===== src/rtl/smul_pkg.sv =====
package smul_pkg;

    typedef enum logic {
        OP_ADD = 1'b0,
        OP_SUB = 1'b1
    } addsub_e;

    typedef struct packed {
        logic carry;
        logic bit_out;
    } neg_step_t;

    // One step of a running two's-complement negation: invert, add carry.
    function automatic neg_step_t neg_step(input logic b, input logic c);
        neg_step_t r;
        r.bit_out = (~b) ^ c;
        r.carry   = (~b) & c;
        return r;
    endfunction

endpackage


===== src/rtl/smul_sequencer.sv =====
module smul_sequencer #(
    parameter int W = 16
) (
    input  logic clk,
    input  logic rst,
    input  logic start_i,
    output logic load_o,
    output logic step_o,
    output logic busy_o,
    output logic done_o
);
    localparam int CNT_W = (W > 1) ? $clog2(W) : 1;
    localparam logic [CNT_W-1:0] LAST = CNT_W'(W - 1);

    logic [CNT_W-1:0] cnt_q;
    logic             busy_q;
    logic             done_q;
    logic             last;

    assign load_o = start_i && !busy_q;
    assign step_o = busy_q;
    assign last   = busy_q && (cnt_q == LAST);
    assign busy_o = busy_q;
    assign done_o = done_q;

    always_ff @(posedge clk) begin
        if (rst) begin
            cnt_q  <= '0;
            busy_q <= 1'b0;
            done_q <= 1'b0;
        end else begin
            done_q <= 1'b0;
            if (load_o) begin
                cnt_q  <= '0;
                busy_q <= 1'b1;
            end else if (busy_q) begin
                cnt_q <= cnt_q + 1'b1;
                if (last) begin
                    busy_q <= 1'b0;
                    done_q <= 1'b1;
                end
            end
        end
    end
endmodule


===== src/rtl/smul_serial_negator.sv =====
module smul_serial_negator
    import smul_pkg::*;
(
    input  logic    clk,
    input  logic    rst,
    input  logic    load_i,
    input  logic    sign_i,
    input  logic    step_i,
    input  logic    bit_i,
    output logic    bit_o,
    output addsub_e op_o
);
    logic      neg_q;
    logic      carry_q;
    neg_step_t nx;

    assign nx    = neg_step(bit_i, carry_q);
    assign bit_o = neg_q ? nx.bit_out : bit_i;
    assign op_o  = neg_q ? OP_SUB : OP_ADD;

    always_ff @(posedge clk) begin
        if (rst) begin
            neg_q   <= 1'b0;
            carry_q <= 1'b1;
        end else if (load_i) begin
            neg_q   <= sign_i;
            carry_q <= 1'b1;
        end else if (step_i && neg_q) begin
            carry_q <= nx.carry;
        end
    end
endmodule


===== src/rtl/smul_addsub.sv =====
module smul_addsub
    import smul_pkg::*;
#(
    parameter int W = 16
) (
    input  logic [W:0]   acc_i,
    input  logic [W-1:0] mcand_i,
    input  logic         en_i,
    input  addsub_e      op_i,
    output logic [W:0]   sum_o
);
    logic [W:0] ext;
    logic [W:0] operand;
    logic       cin;

    always_comb begin
        ext = {mcand_i[W-1], mcand_i};
        if (!en_i) begin
            operand = '0;
            cin     = 1'b0;
        end else if (op_i == OP_SUB) begin
            operand = ~ext;
            cin     = 1'b1;
        end else begin
            operand = ext;
            cin     = 1'b0;
        end
        sum_o = acc_i + operand + {{W{1'b0}}, cin};
    end
endmodule


===== src/rtl/shiftadd_smul.sv =====
module shiftadd_smul
    import smul_pkg::*;
#(
    parameter int W = 16
) (
    input  logic           clk,
    input  logic           rst,
    input  logic           start_i,
    input  logic [W-1:0]   mcand_i,
    input  logic [W-1:0]   mplier_i,
    output logic           done_o,
    output logic [2*W-1:0] product_o
);
    localparam int ACC_W = W + 1;

    logic             load;
    logic             step;
    logic             busy;
    logic             eff_bit;
    addsub_e          op;
    logic [ACC_W-1:0] acc_q;
    logic [W-1:0]     low_q;
    logic [ACC_W-1:0] sum;

    smul_sequencer #(.W(W)) u_seq (
        .clk     (clk),
        .rst     (rst),
        .start_i (start_i),
        .load_o  (load),
        .step_o  (step),
        .busy_o  (busy),
        .done_o  (done_o)
    );

    smul_serial_negator u_neg (
        .clk    (clk),
        .rst    (rst),
        .load_i (load),
        .sign_i (mplier_i[W-1]),
        .step_i (step),
        .bit_i  (low_q[0]),
        .bit_o  (eff_bit),
        .op_o   (op)
    );

    smul_addsub #(.W(W)) u_alu (
        .acc_i   (acc_q),
        .mcand_i (mcand_i),
        .en_i    (eff_bit),
        .op_i    (op),
        .sum_o   (sum)
    );

    // Arithmetic right shift of {sum, low}: sign of the wide sum fills the top.
    always_ff @(posedge clk) begin
        if (rst) begin
            acc_q <= '0;
            low_q <= '0;
        end else if (load) begin
            acc_q <= '0;
            low_q <= mplier_i;
        end else if (step) begin
            acc_q <= {sum[ACC_W-1], sum[ACC_W-1:1]};
            low_q <= {sum[0], low_q[W-1:1]};
        end
    end

    assign product_o = {acc_q[W-1:0], low_q};
endmodule


===== config.mk =====
export PLATFORM = sky130hd
export DESIGN_NAME = shiftadd_smul
export DESIGN_NICKNAME = d
export VERILOG_FILES = /design/src/rtl/smul_pkg.sv /design/src/rtl/smul_sequencer.sv /design/src/rtl/smul_serial_negator.sv /design/src/rtl/smul_addsub.sv /design/src/rtl/shiftadd_smul.sv
export SDC_FILE = /design/constraint.sdc
export NUM_CORES = 1
export LEC_CHECK = 0
export BUFFER_PORTS_ARGS = -buffer_cell sky130_fd_sc_hd__buf_2
export CAP_MARGIN = 20
export CORE_ASPECT_RATIO = 1.4
export CORE_UTILIZATION = 40
export CTS_CLUSTER_DIAMETER = 30
export DETAILED_ROUTE_END_ITERATION = 8
export SYNTH_ARGS = -nofsm -noshare
export SYNTH_HDL_FRONTEND = slang
export SYNTH_SLANG_ARGS = --single-unit

===== constraint.sdc =====
create_clock -name clk -period 8.35 [get_ports clk]
set_input_delay 0.835 -clock clk [delete_from_list [all_inputs] [get_ports clk]]
set_output_delay 0.835 -clock clk [all_outputs]
set_load 0.05 [all_outputs]

==> impl_metrics.tcl, run 1 <==
set metrics [dict create \
    fmax_mhz 286 \
    finClkSkew_ns 0.00609 \
    synth_area_leader_cell "dfxtp_1" \
    syn2layout_area_growth_pct 20.6 \
    wl_met1_um 2370 \
    finalSetupViolCount 0 \
    path_max_fanout 17 \
    ys_types 42 \
    synth.top_cell.area_share_pct 33.3 \
    syn_inst 292 \
    route.detailed.drc 0 \
    cts.clk_slew.worst_paths_ns 0.08 \
    clockBufferDepth 2 \
    cts_tree "built" \
    grt.total_usage_pct 17.9 \
    io_buffers 67 \
    synth.yosys.seq_area_share_pct 33.3 \
    finalHoldViolCount 0 \
    finalCriticalPeriod_ns 3.50 \
    grt_pass1_wl_um 8760 \
    dp_hpwl_um 4060 \
    synth_async_sr_flop_share_pct 0 \
    tns_ns 0 \
    dieArea_sq_um 6340 \
    status "completed" \
    cts_setup_buffers 0 \
    core_sq_um 5820 \
    met3_length_um 287 \
    wl_per_cell_um 12.7 \
    rsz0062_at_grt "false" \
    cts_resized 0 \
    p_total_mw 0.472 \
    arrival_ns 3.67 \
    die_y_um 93.8 \
    finalCritPeriodShare_pct 41.9 \
    clkLatencyLatePin_ns 0.28 \
    yosysMostFrequentCell "nor2_1" \
    p_leak_nw 1.40 \
    avgSynthCellArea_sq_um 8.24 \
    htree_num_levels 2 \
    first_pass_iters 4 \
    synth_nets 346 \
    hold_buffers 0 \
    tightest_slew_ns 1.09 \
    layout.nets 406 \
    slew_headroom_pct 27.3 \
    cp-end-kind "flip-flop" \
    yosys-top-cells-count "nor2_1, dfxtp_1, mux2i_1" \
    dr.max_layer_used "met4" \
    cap_viol_max_count 0 \
    diodes 0 \
    ant_nets 0 \
    vias_per_cell 5.15 \
    p_per_area_nw_per_um2 163 \
    drt_iter0_drc 55 \
    worstPathRequired_ns 8.52 \
    wirelength_um 5390 \
    path_class "reg -> reg" \
    gp_congestion 0.882 \
    n_fill_cell 607 \
    io-pin-count 68 \
    hold_class "reg -> reg" \
    gr-total-overflow 0 \
    synth_warnings 0 \
    rows 33 \
    synth_edf_count 0 \
    ir_worst_vdd_mv 0.0851 \
    vias 2178 \
    clock_sinks 40 \
    cts_made_buffers 5 \
    grt_pass1_vias 1996 \
    yosys_register_bits 40 \
    dr_wl_met2_um 2650 \
    start_kind "flip-flop" \
    finalMaxSlewViolations 0 \
    synthFlopType "dfxtp_1" \
    die_x_um 67.6 \
    antenna_found_initial 0 \
    layout-drive-gt1-share_pct 23.2 \
    ys_top_cells_by_area "dfxtp_1, mux2i_1, ha_1, nor2_1, a21oi_1" \
    grt_start_max_net_pins 57 \
    synth_area_sq_um 2410 \
    cts-root-buf "clkbuf_8" \
    initial_core_util_pct 41.3 \
]
==> stage by stage <==
stage          hold WS, ns  cell area, sq um  utilization, %  instances  setup slack [ns]
4_1_cts              0.514              2900            49.7        422              4.84
3_3_place_gp         0.489              2770            47.6        414              4.99
6_report             0.513              2900            49.9        423              4.85
3_5_place_dp         0.494              2770            47.6        414              4.84
2_1_floorplan        0.480              2410               -        292              5.15
5_1_grt              0.541              2900            49.9        423              4.54
==> cell type report <==
cell class,count,area [sq um],share of cell area (%)
multi-input combinational,233,1530,52.7
clock buffer,7,96.3,3.32
inverter,4,15.0,0.517
tap,70,87.6,3.02
clock inverter,1,30.0,1.03
timing repair buffer,68,343,11.8
sequential,40,802,27.6
==> registers in the layout (all words and copies together), names as in the netlist <==
name / flops
acc_q: 16
u_seq.cnt_q: 4
low_q: 16
u_neg.neg_q: 1
u_seq.busy_o: 1
u_neg.carry_q: 1
u_seq.done_o: 1
==> placed cells by master, fill, tap and decap left out, types with 7 or more instances in the layout <==
cell and n:
buf_2 67, nor2_1 56, dfxtp_1 39, mux2i_1 27, nand2_1 25, a21oi_1 25, o21ai_0 18, ha_1 17
xnor2_1 11, clkbuf_8 7
==> report_power, final <==
part	total (mW)	switching, mW	internal, mW
Sequential	0.212	0.0130	0.199
Combinational	0.0906	0.0579	0.0328
Clock	0.169	0.0639	0.105
==> per-layer routing <==
metal | vias up | GRT usage (%)
met4 | 0 | 6.21
met5 | - | 0
met2 | 56 | 31.8
li1 | 1143 | -
met3 | 6 | 4.00
met1 | 973 | 20.1
==> critical path, cell delays in order, from the launching register on <==
cell	delay (ns)
dfxtp_1	0.35
inv_1	0.07
ha_1	0.27
nand2_1	0.36
o21ai_0	0.19
fa_1	0.46
fa_1	0.43
a21o_2	0.25
a31oi_1	0.22
nor2_1	0.11
a21oi_1	0.23
o211ai_1	0.12
xor2_1	0.16
a22o_1	0.18
==> path summary, 6_finish.rpt <==
kind	startpoint	to	slack, ns	cells past startpoint
setup / recovery	low_q[0]	acc_q[11]	4.85	13
hold / removal	acc_q[14]	acc_q[14]	0.51	1
setup reg to reg	low_q[0]	acc_q[11]	4.85	13
hold reg to reg	acc_q[14]	acc_q[14]	0.51	1
==> cell families (layout without fill, tap and decap cells) <==
logic type	Yosys count	after routing	synth area share (%)
and+or+nand+nor	97	97	16.7
AOI/OAI and AO/OA	74	74	19.3
DFF	40	40	33.3
muxes	27	27	11.2
adders and majority gates	19	19	10.5
buffers and inverters	19	80	3.22
xor gates and xnor gates	16	16	5.82
Power figures use the tool's default switching activity.
==> run 2, diff against run 1 <==
- clock period: 8.35 -> 3.45 ns (I/O delays scaled with it)
==> impl_metrics.tcl, run 2 (synthesis gave the netlist of run 1 again) <==
set metrics [dict create \
    vias 2192 \
    wirelength_um 5540 \
    route.detailed.drc 0 \
    hold_depth 3 \
    io-pin-count 68 \
    diodes 0 \
    finalMaxSlewViolations 0 \
    p_per_area_nw_per_um2 384 \
    drt_iter0_drc 53 \
    worstPathRequired_ns 3.64 \
    start_kind "flip-flop" \
    layout-drive-gt1-share_pct 23.8 \
    cp_slowest_cell "fa_1" \
    cpPeakStageDelay_ns 0.44 \
    finalNonFillerCells 427 \
    hold_end "u_neg.neg_q" \
    cts.clk_slew.worst_paths_ns 0.08 \
    cap_viol_max_count 0 \
    rsz0062_at_grt "false" \
    final_common_cell "buf_2" \
    timing.rr.start "low_q[0]" \
    fin_ws_ns 0.322 \
    critPathTopFamily "adder cells" \
    ir_worst_vdd_mv 0.162 \
    r2r-end "acc_q[13]" \
    clockBufferDepth 2 \
    dieArea_sq_um 6340 \
    final_util_pct 50.1 \
    top_regs "acc_q (16), low_q (16), u_seq.cnt_q (4)" \
    grt_pass1_wl_um 8920 \
    post-place-ws_ns 0.305 \
    cts-root-buf "clkbuf_8" \
    finClkSkew_ns 0.00849 \
    cts_resized 0 \
    rows 33 \
    tns_ns 0 \
    arrival_ns 3.31 \
    path_class "reg -> reg" \
    hold_buffers 0 \
    cp-end-kind "flip-flop" \
    dp_cells 419 \
    die_x_um 67.6 \
    path_cells "inv_1 -> ha_1 -> nand2_1 -> o21ai_0 -> fa_1 -> fa_1 -> a21o_2 -> a31oi_1 -> nor2_1 -> a21oi_1 -> a22oi_1 -> xnor2_1 -> a22o_1" \
    layout.nets 410 \
    antenna_found_initial 0 \
    path_common_cell "fa_1" \
    rr_worst_depth 13 \
    hold_class "in -> reg" \
    grt_pass1_vias 2046 \
    r2r_slack_ns 0.32 \
    core_sq_um 5820 \
    syn2layout_area_growth_pct 21.0 \
    ant_nets 0 \
    p_total_mw 1.12 \
    gp_congestion 0.848 \
    cts_setup_buffers 0 \
    cts_tree "built" \
    final_cell_mix "buf_2, nor2_1, dfxtp_1, mux2i_1" \
    slew_headroom_pct 64.2 \
    p_leak_nw 1.41 \
    status "completed" \
    first_pass_iters 4 \
    finalCritPeriodShare_pct 90.7 \
    path_max_fanout 4 \
    io_buffers 67 \
    gr-total-overflow 0 \
    tightest_slew_ns 0.537 \
    cp.buffers_inverters 1 \
    finalCriticalPeriod_ns 3.13 \
    finalSetupViolCount 0 \
    die_y_um 93.8 \
    dp_hpwl_um 4160 \
    clock_sinks 40 \
    initial_core_util_pct 41.3 \
    clkLatencyLatePin_ns 0.29 \
    vias_per_cell 5.13 \
    hp-start "mplier_i[15]" \
    grt_start_max_net_pins 32 \
    cts_made_buffers 5 \
    htree_num_levels 2 \
    fmax_mhz 320 \
    wl_per_cell_um 13.0 \
    finalHoldViolCount 0 \
    grt.total_usage_pct 18.4 \
]
## run 2: power breakdown
part	leakage, nW	internal (mW)	switching [mW]
registers	0.326	0.482	0.0213
clock network	0.0552	0.215	0.168
logic	1.03	0.0812	0.151
## run 2: layout make-up
type,count,area (sq um)
multi-input cells,233,1530
clock inverters,2,35.0
flip-flops and latches,40,802
well taps,70,87.6
fillers,587,2910
clock buffers,6,72.6
inverters,4,15.0
repair buffers,72,373
## run 2: how the worst max path moves through the flow
stage,from,endpoint,slack [ns],cells after the start
after floorplan,low_q[0],acc_q[11],0.25,14
after global placement,low_q[0],acc_q[11],0.40,13
final,low_q[0],acc_q[13],0.32,13
after global routing,low_q[0],acc_q[13],0.10,13
after CTS,low_q[0],acc_q[11],0.30,13
after detailed placement,low_q[0],acc_q[11],0.31,13
## run 2: per-layer routing
metal,global-route usage [%],part of all wire [%]
met5,0,0
met4,7.98,1.5
met3,3.52,4.4
met2,32.7,50
met1,20.6,45
## run 2: worst min-delay path, delay by kind of cell
kind / cells / cell delay (ns)
simple gates: 1 / 0.08
mux: 1 / 0.07
buf+inv: 1 / 0.10
## run 2: metrics by stage
step,cell area [sq um],hold WS [ns]
CTS,2910,0.331
detailed placement,2810,0.495
global route,2910,0.360
floorplan,2410,0.480
global placement,2810,0.489
finish,2910,0.343
==> run 3, diff against run 2 <==
==> constraint.sdc (replaced) <==
create_clock -name clk -period 3.45 [get_ports clk]
set_input_delay 0.1725 -clock clk [delete_from_list [all_inputs] [get_ports clk]]
set_output_delay 0.1725 -clock clk [all_outputs]
set_load 0.05 [all_outputs]
==> impl_metrics.tcl, run 3 (synthesis gave the netlist of run 1 again) <==
set metrics [dict create \
    status "completed" \
    timing.rr.start "low_q[0]" \
    ant_nets 0 \
    route.detailed.drc 0 \
    cpPeakStageDelay_ns 0.44 \
    syn2layout_area_growth_pct 21.0 \
    vias 2205 \
    wirelength_um 5540 \
    crit_start "low_q[0]" \
    fmax_mhz 317 \
    cts_resized 0 \
    grt_pass1_wl_um 9040 \
    cap_viol_max_count 0 \
    io_buffers 67 \
    clock_sinks 40 \
    path_class "reg -> reg" \
    cts_made_buffers 5 \
    combPwrFrac_pct 20.7 \
    cp-end-kind "flip-flop" \
    io-pin-count 68 \
    finalCritPeriodShare_pct 91.6 \
    htree_num_levels 2 \
    cp_slowest_cell "fa_1" \
    slew_headroom_pct 65.1 \
    gr-total-overflow 0 \
    grt_pass1_vias 2073 \
    swShare_pct 30.3 \
    gp_congestion 0.848 \
    worstPathRequired_ns 3.64 \
    path_common_cell "fa_1" \
    p_int_mw 0.777 \
    ir_worst_vdd_mv 0.158 \
    cts_setup_buffers 0 \
    finalHoldViolCount 0 \
    path_cells "inv_1 -> ha_1 -> nand2_1 -> o21ai_0 -> fa_1 -> fa_1 -> a21o_2 -> a31oi_1 -> nor2_1 -> a21oi_1 -> o211ai_1 -> xor2_1 -> a22o_1" \
    top_regs "acc_q (16), low_q (16), u_seq.cnt_q (4)" \
    path_max_fanout 4 \
    clockBufferDepth 2 \
    initial_core_util_pct 41.3 \
    die_x_um 67.6 \
    pwr-share-seq_pct 45.1 \
    dp_hpwl_um 4150 \
    tns_ns 0 \
    hold_buffers 0 \
    rsz0062_at_grt "false" \
    hold_class "in -> reg" \
    layout-drive-gt1-share_pct 23.8 \
    layout.nets 410 \
    drt_iter0_drc 69 \
    dieArea_sq_um 6340 \
    clkLatencyLatePin_ns 0.29 \
    rows 33 \
    holdWs_ns 0.161 \
    p_leak_nw 1.41 \
    hp-start "mplier_i[15]" \
    core_sq_um 5820 \
    wl_per_cell_um 13.0 \
    first_pass_iters 4 \
    p_per_area_nw_per_um2 383 \
    diodes 0 \
    finalSetupViolCount 0 \
    cts_tree "built" \
    tightest_slew_ns 0.522 \
    grt.total_usage_pct 18.7 \
    finalCriticalPeriod_ns 3.16 \
    cts.clk_slew.worst_paths_ns 0.08 \
    finClkSkew_ns 0.00265 \
    final_cell_mix "buf_2, nor2_1, dfxtp_1, mux2i_1" \
    final_common_cell "buf_2" \
    arrival_ns 3.35 \
    die_y_um 93.8 \
    clkPwrFrac_pct 34.1 \
    start_kind "flip-flop" \
    finalMaxSlewViolations 0 \
    vias_per_cell 5.16 \
    cts-root-buf "clkbuf_8" \
    grt_start_max_net_pins 32 \
    antenna_found_initial 0 \
    p_sw_mw 0.337 \
]
run 3: cell counts in the layout (fill, tap and decap cells not counted):
No cell type changed its count.
run 3: worst max-delay path, delay by kind of cell (launching register included):
family	cells	cell delay [ns]
AND/OR/NAND/NOR	2	0.22
AO/OA/AOI/OAI	6	1.13
buffers and inverters	1	0.07
XOR/XNOR	1	0.15
adder cells (fa/ha/maj)	3	1.11
flip-flops	1	0.37
run 3: cell type report:
| cell class | count | area, sq um |
|---|---|---|
| clock buffers | 6 | 72.6 |
| repair buffers | 72 | 373 |
| clock inverters | 2 | 35.0 |
| inverters | 4 | 15.0 |
| well taps | 70 | 87.6 |
| multi-input cells | 233 | 1530 |
| fillers | 607 | 2910 |
| flip-flops and latches | 40 | 802 |
run 3: power groups by stage:
stage / logic (mW) / registers, mW / clock network [mW]
after floorplan: 0.123 / 0.562 / 0
after global placement: 0.232 / 0.514 / 0
after detailed placement: 0.232 / 0.515 / 0
after CTS: 0.233 / 0.504 / 0.393
after global routing: 0.256 / 0.507 / 0.411
final: 0.231 / 0.503 / 0.380
run 3: routing by layer:
| metal | wire length (um) | vias up | global-route usage, % |
|---|---|---|---|
| li1 | - | 1153 | - |
| met1 | 2490 | 985 | 20.4 |
| met2 | 2680 | 58 | 33.3 |
| met3 | 277 | 9 | 4.00 |
| met4 | 98 | 0 | 8.33 |
| met5 | 0 | - | 0 |
run 3: worst paths after layout:
kind         depth (start not counted)  slack, ns           to
max                                 13       0.29    acc_q[11]
min                                  3       0.16  u_neg.neg_q
max reg2reg                         13       0.29    acc_q[11]
min reg2reg                          2       0.52     low_q[7]
run 3: stage by stage:
stage               cells  power, mW  setup WS (ns)  cell area [sq um]  utilization [%]
global placement      419      0.746          0.405               2810             48.2
global route          427       1.17         0.0442               2910             50.1
detailed placement    419      0.747          0.320               2810             48.2
CTS                   427       1.13          0.307               2910             50.1
floorplan             292      0.685          0.253               2410                -
finish                427       1.11          0.291               2910             50.1
